`src/rtl/rmw_pkg.sv`:
```
package rmw_pkg;

   typedef enum logic [2:0] {
      ST_IDLE,
      ST_RD_DATA,
      ST_RD_PAR,
      ST_WR_DATA,
      ST_WR_PAR
   } rmw_state_e;

endpackage

```
`src/rtl/rmw_addr_map.sv`:
```
module rmw_addr_map #(
   parameter int NUM_COLS = 5,
   parameter int LBA_W    = 6,
   parameter int STRIPE_W = 4,
   parameter int COL_W    = 3
) (
   input  logic                clk,
   input  logic                rst_n,
   input  logic [LBA_W-1:0]    lba,
   output logic [STRIPE_W-1:0] stripe,
   output logic [COL_W-1:0]    dcol,
   output logic [COL_W-1:0]    pcol
);

   localparam int DATA_COLS = NUM_COLS - 1;
   localparam int SLOT_W    = (DATA_COLS > 1) ? $clog2(DATA_COLS) : 1;
   localparam bit DATA_POW2 = ((DATA_COLS & (DATA_COLS - 1)) == 0);

   logic [LBA_W-1:0] stripe_full;
   logic [COL_W-1:0] slot;
   logic [COL_W-1:0] smod;

   generate
      if (DATA_POW2) begin : g_shift
         assign stripe_full = lba >> SLOT_W;
         assign slot        = COL_W'(lba[SLOT_W-1:0]);
      end else begin : g_divide
         assign stripe_full = LBA_W'(lba / LBA_W'(DATA_COLS));
         assign slot        = COL_W'(lba % LBA_W'(DATA_COLS));
      end
   endgenerate

   assign stripe = STRIPE_W'(stripe_full);
   assign smod   = COL_W'(stripe % STRIPE_W'(NUM_COLS));
   assign pcol   = COL_W'(NUM_COLS - 1) - smod;
   assign dcol   = (slot >= pcol) ? slot + COL_W'(1) : slot;


   map_range_chk: assert property (@(posedge clk) disable iff (!rst_n)
      (pcol < COL_W'(NUM_COLS)) && (dcol < COL_W'(NUM_COLS)) && (dcol != pcol));

endmodule

```
`src/rtl/rmw_parity_acc.sv`:
```
module rmw_parity_acc #(
   parameter int BLK_W = 8
) (
   input  logic             clk,
   input  logic             rst_n,
   input  logic             load_en,
   input  logic             fold_en,
   input  logic [BLK_W-1:0] new_data,
   input  logic [BLK_W-1:0] rd_data,
   output logic [BLK_W-1:0] acc
);

   always_ff @(posedge clk or negedge rst_n) begin
      if (!rst_n) begin
         acc <= '0;
      end else if (load_en) begin
         acc <= new_data ^ rd_data;
      end else if (fold_en) begin
         acc <= acc ^ rd_data;
      end
   end


   load_fold_excl_chk: assert property (@(posedge clk) disable iff (!rst_n)
      !(load_en && fold_en));

endmodule

```
`src/rtl/rmw_seq.sv`:
```
module rmw_seq
   import rmw_pkg::*;
#(
   parameter int NUM_COLS = 5,
   parameter int BLK_W    = 8,
   parameter int STRIPE_W = 4,
   parameter int COL_W    = 3
) (
   input  logic                clk,
   input  logic                rst_n,
   input  logic                wr_valid,
   input  logic [BLK_W-1:0]    wr_data,
   input  logic [STRIPE_W-1:0] map_stripe,
   input  logic [COL_W-1:0]    map_dcol,
   input  logic [COL_W-1:0]    map_pcol,
   input  logic [NUM_COLS-1:0] mem_ack,
   input  logic [BLK_W-1:0]    par_acc,
   output logic [NUM_COLS-1:0] mem_req,
   output logic                mem_we,
   output logic [STRIPE_W-1:0] mem_addr,
   output logic [BLK_W-1:0]    mem_wdata,
   output logic [COL_W-1:0]    sel_col,
   output logic [BLK_W-1:0]    data_q,
   output logic                load_en,
   output logic                fold_en,
   output logic                busy,
   output logic                done
);

   rmw_state_e          st;
   logic [STRIPE_W-1:0] stripe_q;
   logic [COL_W-1:0]    dcol_q;
   logic [COL_W-1:0]    pcol_q;
   logic                ack_hit;

   assign sel_col   = (st == ST_RD_DATA || st == ST_WR_DATA) ? dcol_q : pcol_q;
   assign busy      = (st != ST_IDLE);
   assign ack_hit   = busy && mem_ack[sel_col];
   assign mem_we    = (st == ST_WR_DATA) || (st == ST_WR_PAR);
   assign mem_addr  = stripe_q;
   assign mem_wdata = (st == ST_WR_PAR) ? par_acc : data_q;
   assign load_en   = (st == ST_RD_DATA) && ack_hit;
   assign fold_en   = (st == ST_RD_PAR) && ack_hit;

   always_comb begin
      mem_req = '0;
      if (busy) mem_req[sel_col] = 1'b1;
   end

   always_ff @(posedge clk or negedge rst_n) begin
      if (!rst_n) begin
         st       <= ST_IDLE;
         stripe_q <= '0;
         dcol_q   <= '0;
         pcol_q   <= '0;
         data_q   <= '0;
         done     <= 1'b0;
      end else begin
         done <= 1'b0;
         case (st)
            ST_IDLE: if (wr_valid) begin
               stripe_q <= map_stripe;
               dcol_q   <= map_dcol;
               pcol_q   <= map_pcol;
               data_q   <= wr_data;
               st       <= ST_RD_DATA;
            end
            ST_RD_DATA: if (ack_hit) st <= ST_RD_PAR;
            ST_RD_PAR:  if (ack_hit) st <= ST_WR_DATA;
            ST_WR_DATA: if (ack_hit) st <= ST_WR_PAR;
            ST_WR_PAR:  if (ack_hit) begin
               st   <= ST_IDLE;
               done <= 1'b1;
            end
            default: st <= ST_IDLE;
         endcase
      end
   end


   req_onehot_chk: assert property (@(posedge clk) disable iff (!rst_n)
      $onehot0(mem_req));


   req_hold_chk: assert property (@(posedge clk) disable iff (!rst_n)
      (|(mem_req & ~mem_ack)) |=> (mem_req == $past(mem_req)) && (mem_addr == $past(mem_addr)));


   done_pulse_chk: assert property (@(posedge clk) disable iff (!rst_n)
      done |=> !done);


   busy_end_chk: assert property (@(posedge clk) disable iff (!rst_n)
      $fell(busy) |-> done);

endmodule

```
`src/rtl/rmw_parity_ctrl.sv`:
```
module rmw_parity_ctrl #(
   parameter int NUM_COLS = 5,
   parameter int BLK_W    = 8,
   parameter int LBA_W    = 6
) (
   input  logic                        clk,
   input  logic                        rst_n,
   input  logic                        wr_valid,
   input  logic [LBA_W-1:0]            wr_lba,
   input  logic [BLK_W-1:0]            wr_data,
   output logic                        busy,
   output logic                        done,
   output logic [NUM_COLS-1:0]         mem_req,
   output logic                        mem_we,
   output logic [$clog2(((1 << LBA_W) + NUM_COLS - 2) / (NUM_COLS - 1))-1:0] mem_addr,
   output logic [BLK_W-1:0]            mem_wdata,
   input  logic [NUM_COLS-1:0]         mem_ack,
   input  logic [NUM_COLS*BLK_W-1:0]   mem_rdata
);

   localparam int DATA_COLS = NUM_COLS - 1;
   localparam int STRIPES   = ((1 << LBA_W) + DATA_COLS - 1) / DATA_COLS;
   localparam int STRIPE_W  = $clog2(STRIPES);
   localparam int COL_W     = $clog2(NUM_COLS);

   generate
      if (NUM_COLS < 3) begin : g_bad_cols
         $error("rmw_parity_ctrl: NUM_COLS must be at least 3");
      end
      if (BLK_W < 1) begin : g_bad_blk
         $error("rmw_parity_ctrl: BLK_W must be positive");
      end
      if (STRIPES <= NUM_COLS) begin : g_bad_lba
         $error("rmw_parity_ctrl: LBA_W too small for a full parity rotation");
      end
   endgenerate

   logic [STRIPE_W-1:0] map_stripe;
   logic [COL_W-1:0]    map_dcol;
   logic [COL_W-1:0]    map_pcol;
   logic [COL_W-1:0]    sel_col;
   logic [BLK_W-1:0]    sel_rdata;
   logic [BLK_W-1:0]    par_acc;
   logic [BLK_W-1:0]    data_q;
   logic                load_en;
   logic                fold_en;

   assign sel_rdata = mem_rdata[sel_col*BLK_W +: BLK_W];

   rmw_addr_map #(
      .NUM_COLS (NUM_COLS),
      .LBA_W    (LBA_W),
      .STRIPE_W (STRIPE_W),
      .COL_W    (COL_W)
   ) u_map (
      .clk    (clk),
      .rst_n  (rst_n),
      .lba    (wr_lba),
      .stripe (map_stripe),
      .dcol   (map_dcol),
      .pcol   (map_pcol)
   );

   rmw_parity_acc #(
      .BLK_W (BLK_W)
   ) u_acc (
      .clk      (clk),
      .rst_n    (rst_n),
      .load_en  (load_en),
      .fold_en  (fold_en),
      .new_data (data_q),
      .rd_data  (sel_rdata),
      .acc      (par_acc)
   );

   rmw_seq #(
      .NUM_COLS (NUM_COLS),
      .BLK_W    (BLK_W),
      .STRIPE_W (STRIPE_W),
      .COL_W    (COL_W)
   ) u_seq (
      .clk        (clk),
      .rst_n      (rst_n),
      .wr_valid   (wr_valid),
      .wr_data    (wr_data),
      .map_stripe (map_stripe),
      .map_dcol   (map_dcol),
      .map_pcol   (map_pcol),
      .mem_ack    (mem_ack),
      .par_acc    (par_acc),
      .mem_req    (mem_req),
      .mem_we     (mem_we),
      .mem_addr   (mem_addr),
      .mem_wdata  (mem_wdata),
      .sel_col    (sel_col),
      .data_q     (data_q),
      .load_en    (load_en),
      .fold_en    (fold_en),
      .busy       (busy),
      .done       (done)
   );


   we_needs_req_chk: assert property (@(posedge clk) disable iff (!rst_n)
      mem_we |-> (|mem_req));

endmodule

```
`config.mk`:
```
export PLATFORM = sky130hd
export DESIGN_NAME = rmw_parity_ctrl
export DESIGN_NICKNAME = d
export VERILOG_FILES = /design/src/rtl/rmw_pkg.sv /design/src/rtl/rmw_addr_map.sv /design/src/rtl/rmw_parity_acc.sv /design/src/rtl/rmw_seq.sv /design/src/rtl/rmw_parity_ctrl.sv
export SDC_FILE = /design/constraint.sdc
export NUM_CORES = 1
export LEC_CHECK = 0
export BUFFER_PORTS_ARGS = -buffer_cell sky130_fd_sc_hd__buf_2
export CAP_MARGIN = 40
export CORE_ASPECT_RATIO = 1.2
export CORE_UTILIZATION = 53
export CTS_BUF_LIST = sky130_fd_sc_hd__clkbuf_2 sky130_fd_sc_hd__clkbuf_4 sky130_fd_sc_hd__clkbuf_8
export CTS_CLUSTER_DIAMETER = 150
export DETAILED_ROUTE_END_ITERATION = 10
export PLACE_DENSITY = 0.83
export SLEW_MARGIN = 25
export SYNTH_ARGS = -nofsm -noshare
export SYNTH_HDL_FRONTEND = slang
export SYNTH_SLANG_ARGS = --single-unit
```
`constraint.sdc`:
```
create_clock -name clk -period 3 [get_ports clk]
set_input_delay 0 -clock clk [delete_from_list [all_inputs] [get_ports clk]]
set_output_delay 0 -clock clk [all_outputs]
set_load 0.01 [all_outputs]
```
==> results of run 1 <==
## placed cells by master (no fill, tap or decap), types with 2 or more instances in the layout
cell and instances:
nor2b_1 3, o31ai_1 2, nand2b_1 6, ha_1 6, nor2_1 19, a21o_1 3, mux2i_1 12, a21oi_1 10
buf_2 81, o21a_1 2, clkbuf_8 6, a211o_1 2, o21ai_0 19, buf_4 17, nand4_1 2, o2111ai_1 2
a211oi_1 18, mux2_2 9, nor4_2 7, nand2_1 65, nand3_1 4, inv_1 19, dfrtp_1 30, o2111a_1 8
dlygate4sd3_1 10, o211ai_1 2, o22ai_1 10, xnor2_1 4
## registers in the layout, indices dropped and copies added (netlist names)
name	count
u_acc.acc	8
u_seq.data_q	8
u_seq.mem_addr	4
u_seq.dcol_q	3
u_seq.pcol_q	3
u_seq.st	3
u_seq.done	1
## metal layers
metal  global-route usage [%]  share of wire (%)
met3                     5.65                5.9
met2                     52.5                 50
met5                        0                  0
met4                     14.0                3.8
met1                     36.4                 40
## per-stage QoR
step	worst slack [ns]	cell area [µm²]
2_1_floorplan	0.0533	2480
3_3_place_gp	-0.0558	3000
3_5_place_dp	-0.308	3000
4_1_cts	0.0141	3200
5_1_grt	-0.0340	3230
6_report	0.136	3230
## worst min-delay path: stages
cell and delay [ns]:
buf_2 0.12, o2111ai_1 0.07, o211ai_1 0.09
## worst min path at each step
| stage | start | to | slack [ns] | depth (start not counted) |
|---|---|---|---|---|
| after detailed placement | rst_n | u_seq.st[0] | 0.07 | 1 |
| after floorplan | rst_n | u_acc.acc[0] | -0.30 | 0 |
| after global routing | wr_lba[0] | u_seq.dcol_q[0] | 0.04 | 3 |
| final | wr_lba[0] | u_seq.dcol_q[0] | 0.04 | 3 |
| after CTS | wr_lba[0] | u_seq.dcol_q[0] | 0.04 | 3 |
| after global placement | rst_n | u_seq.st[0] | 0.06 | 1 |
## power by group through the flow
stage / clock network, mW / registers, mW / logic [mW]
final: 0.349 / 0.834 / 2.57
after global routing: 0.372 / 0.863 / 2.84
after CTS: 0.352 / 0.827 / 2.53
after detailed placement: 0 / 0.830 / 2.50
after global placement: 0 / 0.820 / 2.43
after floorplan: 0 / 0.753 / 1.93
## cell families after synthesis
family                     count (synthesis)  synth area share [%]
xor gates and xnor gates                   5                  1.77
DFF                                       30                  30.3
buffers and inverters                     33                  5.96
AOI/OAI and AO/OA                         89                  25.4
adders and majority gates                  7                  3.53
muxes                                     22                  9.49
and+or+nand+nor                          117                  23.5
## cell type report
type	instances	area (µm²)	share of cell area (%)
Clock inverter	1	5.00	0.155
Clock buffer	7	90.1	2.79
Multi-Input combinational cell	240	1610	49.8
Tap cell	56	70.1	2.17
Inverter	19	71.3	2.21
Timing Repair Buffer	108	633	19.6
Sequential cell	30	751	23.3
## what timing repair did
action	CTS	global route
setup endpoints to repair	2	3
gates resized for setup	1	5
buffers inserted	0	1
hold buffers	10	0
endpoints found under the hold margin	39	0
pin swaps	0	4
==> results.toml, run 1 <==
[die]
core_area_um2 = 4360
die_w_um = 64.4
fp-row-count = 26
start_util_pct = 56.9
die_h_um = 76.9
ios = 82
die_area_um2 = 4950

[synthesis]
ys_types = 48
syn-instance-count = 303
syn_nets = 372
yosysTopAreaCell = "dfrtp_1"
synth-seq-area-share_pct = 30.3
synthArstFlopShare_pct = 100
syn_area_per_cell_um2 = 8.18
netlist_area_um2 = 2480
yosysMostFrequentCell = "nand2_1"
ys_warn_count = 0
synth_edf_count = 0
synth_common_cells = "nand2_1, dfrtp_1, o21ai_0, inv_1, nor2_1"
synthTopCellsByArea = "dfrtp_1, nand2_1, a211oi_1"
synth_ff_type = "dfrtp_1"
synth_top_area_share_pct = 30.3
ys_ff_latch = 30

[worst_setup_path]
slowest_delay_ns = 0.36
r2r_start = "u_seq.st[2]"
endpoint_kind = "flop"
ff2ff_path_depth = 6
critPathMaxFanout = 3
r2r_end = "u_acc.acc[3]"
timing.critical_path.buf_inv = 4
worstSetupPathType = "input pin to flop"
path_cells = "buf_2 -> inv_1 -> ha_2 -> buf_4 -> o21ai_2 -> a2bb2oi_2 -> inv_1 -> ha_1 -> nand2b_1 -> a221o_1 -> a21oi_2 -> mux2i_1 -> xnor2_1 -> ha_1 -> a21o_1 -> o2111ai_2 -> o21a_1 -> o211ai_1"
reg2reg_setup_slack_ns = 0.53
worstPathArrival_ns = 3.01
crit_family = "compound AO/OA/AOI/OAI gates"
startpoint = "wr_lba[4]"
path_depth = 18
crit_path_start_kind = "input pin"
critPathSlowestCell = "a221o_1"
crit_required_ns = 3.15
critPathCapture = "u_seq.dcol_q[1]"

[clock_tree]
cts_tree = "built"
clk_pin_slew_ns = 0.06
numCtsBuffers = 5
clk_latency_ns = 0.28
htreeDepth = 2
ctsLongestPathBuffers = 2
cts.sinks = 30
clock-root-buffer = "clkbuf_8"

[power_and_ir_drop]
p_clk_share_pct = 9.3
p_int_mw = 1.89
p_leak_nw = 1.60
pwr-share-seq_pct = 22.2
total_power_mw = 3.75
p_per_area_nw_per_um2 = 1160
combinationalPowerShare_pct = 68.5
swShare_pct = 49.5
irDropWorstVdd_v = 0.000623
p_sw_mw = 1.86

[cells_and_area]
fill_cells = 356
stdcell_count = 461
area_delta_synth_final_pct = 30.2
layout-drive-gt1-share_pct = 32.8
fin_util_pct = 74.1
num-nets-final = 473
antenna_cells = 0

[grt]
grt_usage_pct = 30.6
first_global_vias = 2626
grt_pass1_wl_mm = 11.9
antenna_found_initial = 0
grt_overflow = 0
grt_max_degree = 31

[detailed_routing]
wl_per_cell_um = 15.5
drtPass1Iterations = 4
viasPerCell = 5.86
route.vias.total = 2701
final_antenna_net_count = 0
post-route-drc-count = 0
first_iter_violations = 158
routed_wl_mm = 7.15

[status]
status = "finished clean"

[placed_design]
port_buffers = 81
dp_hpwl_mm = 5.18
gp_congestion = 0.850
dpl.cell_count = 442

[timing]
finalClockSkew_ns = 0.00542
setup_violations = 0
report.final.slew_viol_count = 0
slew_headroom_pct = 54.2
fin_setup_tns_ns = 0
max_freq_ghz = 0.349
final-hold-violation-count = 0
period_share_pct = 95.5
tightest_slew_ns = 0.685
whs_ns = 0.0396
final.min_clock_period_ns = 2.86

[flow_run]
maxCapViolations = 0

[worst_hold_path]
min_path_type = "input pin to flop"
Note: power is estimated with default switching activity, not from simulation.
==> run 2: changes to the inputs <==
Settings changed: PLACE_DENSITY 0.83 to 0.81.
==> run 2 against run 1 <==
  * Setup slack better by 0.057 ns
  * Final area grew 0.31%
  * Power decreased by 1.3%
  * Highest routed layer unchanged
==> results.toml, run 2 (synthesis gave the netlist of run 1 again) <==
[grt]
grt_usage_pct = 28.1
grt_pass1_wl_mm = 10.9
grt_max_degree = 31
first_global_vias = 2499
grt_overflow = 0
antenna_found_initial = 0

[die]
die_area_um2 = 4950
die_w_um = 64.4
die_h_um = 76.9
core_area_um2 = 4360
fp-row-count = 26
ios = 82
start_util_pct = 56.9

[detailed_routing]
routed_wl_mm = 7.01
post-route-drc-count = 0
route.vias.total = 2680
final_antenna_net_count = 0
first_iter_violations = 216
drtPass1Iterations = 4
wl_per_cell_um = 15.2
viasPerCell = 5.81

[worst_setup_path]
startpoint = "wr_lba[4]"
r2r_start = "u_seq.st[2]"
path_depth = 18
endpoint_kind = "flop"
r2r_end = "u_acc.acc[4]"
critPathCapture = "u_seq.dcol_q[1]"
crit_required_ns = 3.14
crit_family = "compound AO/OA/AOI/OAI gates"
slowest_delay_ns = 0.34
timing.critical_path.buf_inv = 4
worstSetupPathType = "input pin to flop"
ff2ff_path_depth = 6
path_cells = "buf_2 -> inv_1 -> ha_2 -> buf_4 -> o21ai_2 -> a2bb2oi_2 -> inv_1 -> ha_1 -> nand2b_4 -> a221o_1 -> a21oi_2 -> mux2i_1 -> xnor2_1 -> ha_1 -> a21o_1 -> o2111ai_2 -> o21a_1 -> o211ai_1"
reg2reg_setup_slack_ns = 0.30
critPathMaxFanout = 3
worstPathArrival_ns = 2.95
critPathSlowestCell = "a221o_1"
crit_path_start_kind = "input pin"

[power_and_ir_drop]
p_per_area_nw_per_um2 = 1140
total_power_mw = 3.70
irDropWorstVdd_v = 0.000504
p_leak_nw = 1.60

[clock_tree]
cts_tree = "built"
clock-root-buffer = "clkbuf_8"
numCtsBuffers = 5
htreeDepth = 2
ctsLongestPathBuffers = 2
clk_pin_slew_ns = 0.06
clk_latency_ns = 0.28
cts.sinks = 30

[cells_and_area]
num-nets-final = 473
layout-drive-gt1-share_pct = 33.3
area_delta_synth_final_pct = 30.6
antenna_cells = 0
fill_cells = 342
layout_common_cells = "buf_2, nand2_1, dfrtp_1"
fin_area_um2 = 3240
stdcell_count = 461
mostFrequentLayoutCell = "buf_2"

[timing]
finalClockSkew_ns = 0.00615
whs_ns = 0.0598
report.final.slew_viol_count = 0
fin_setup_tns_ns = 0
final-hold-violation-count = 0
period_share_pct = 93.6
max_freq_ghz = 0.356
setup_violations = 0
tightest_slew_ns = 0.741
final.min_clock_period_ns = 2.81
slew_headroom_pct = 50.4

[placed_design]
port_buffers = 81
dpl.cell_count = 442
gp_congestion = 0.873
postPlaceCellArea_um2 = 3000
dp_hpwl_mm = 4.95

[worst_hold_path]
min_path_type = "input pin to flop"

[status]
status = "finished clean"

[flow_run]
maxCapViolations = 0
==> run 2: cell types whose count changed in the layout (fill, tap and decap cells not counted) <==
cell,change
ha_1,-1
ha_2,+1
nand2b_1,-1
nand2b_4,+1
o21ai_0,-1
o21ai_1,+1
==> run 2: worst min path at each step <==
stage	from	endpoint	slack, ns	depth (start not counted)
after floorplan	rst_n	u_acc.acc[0]	-0.30	0
after global routing	wr_lba[1]	u_seq.dcol_q[1]	0.07	3
after detailed placement	rst_n	u_seq.st[1]	0.07	1
final	wr_lba[1]	u_seq.dcol_q[1]	0.06	3
after global placement	rst_n	u_seq.st[0]	0.07	1
after CTS	wr_lba[1]	u_seq.dcol_q[1]	0.05	3
==> run 2: what timing repair did <==
item	4_1_cts	5_1_grt
hold endpoints to repair	39	0
hold buffers	10	0
gates resized for setup	0	9
buffers inserted	0	1
setup endpoints to repair	0	3
==> run 2: per-stage QoR <==
| step | setup WS (ns) | utilization, % |
|---|---|---|
| 6_report | 0.193 | 74.3 |
| 5_1_grt | -0.0238 | 74.3 |
| 4_1_cts | 0.00551 | 73.3 |
| 3_5_place_dp | -0.246 | 68.9 |
| 3_3_place_gp | -0.0622 | 68.9 |
| 2_1_floorplan | 0.0533 | - |
==> run 2: area by class of cell <==
type	count	area [µm²]	area share (%)
clock buffers	7	90.1	2.78
clock inverters	1	5.00	0.155
inverters	19	71.3	2.20
multi-input cells	240	1620	50.0
flip-flops and latches	30	751	23.2
well taps	56	70.1	2.16
repair buffers	108	633	19.6
==> run 2: where the power goes <==
group	switching (mW)	internal (mW)
clock network	0.148	0.194
logic	1.44	1.08
registers	0.230	0.604
==> run 2: routing by layer <==
metal	GRT usage, %	part of all wire (%)
met1	31.9	41
met2	51.6	51
met3	4.17	5.4
met4	11.1	2.6
met5	0	0
==> run 2: tightest hold or removal path, stage by stage <==
cell and delay [ns]:
buf_2 0.12, o2111ai_1 0.08, o211ai_1 0.09
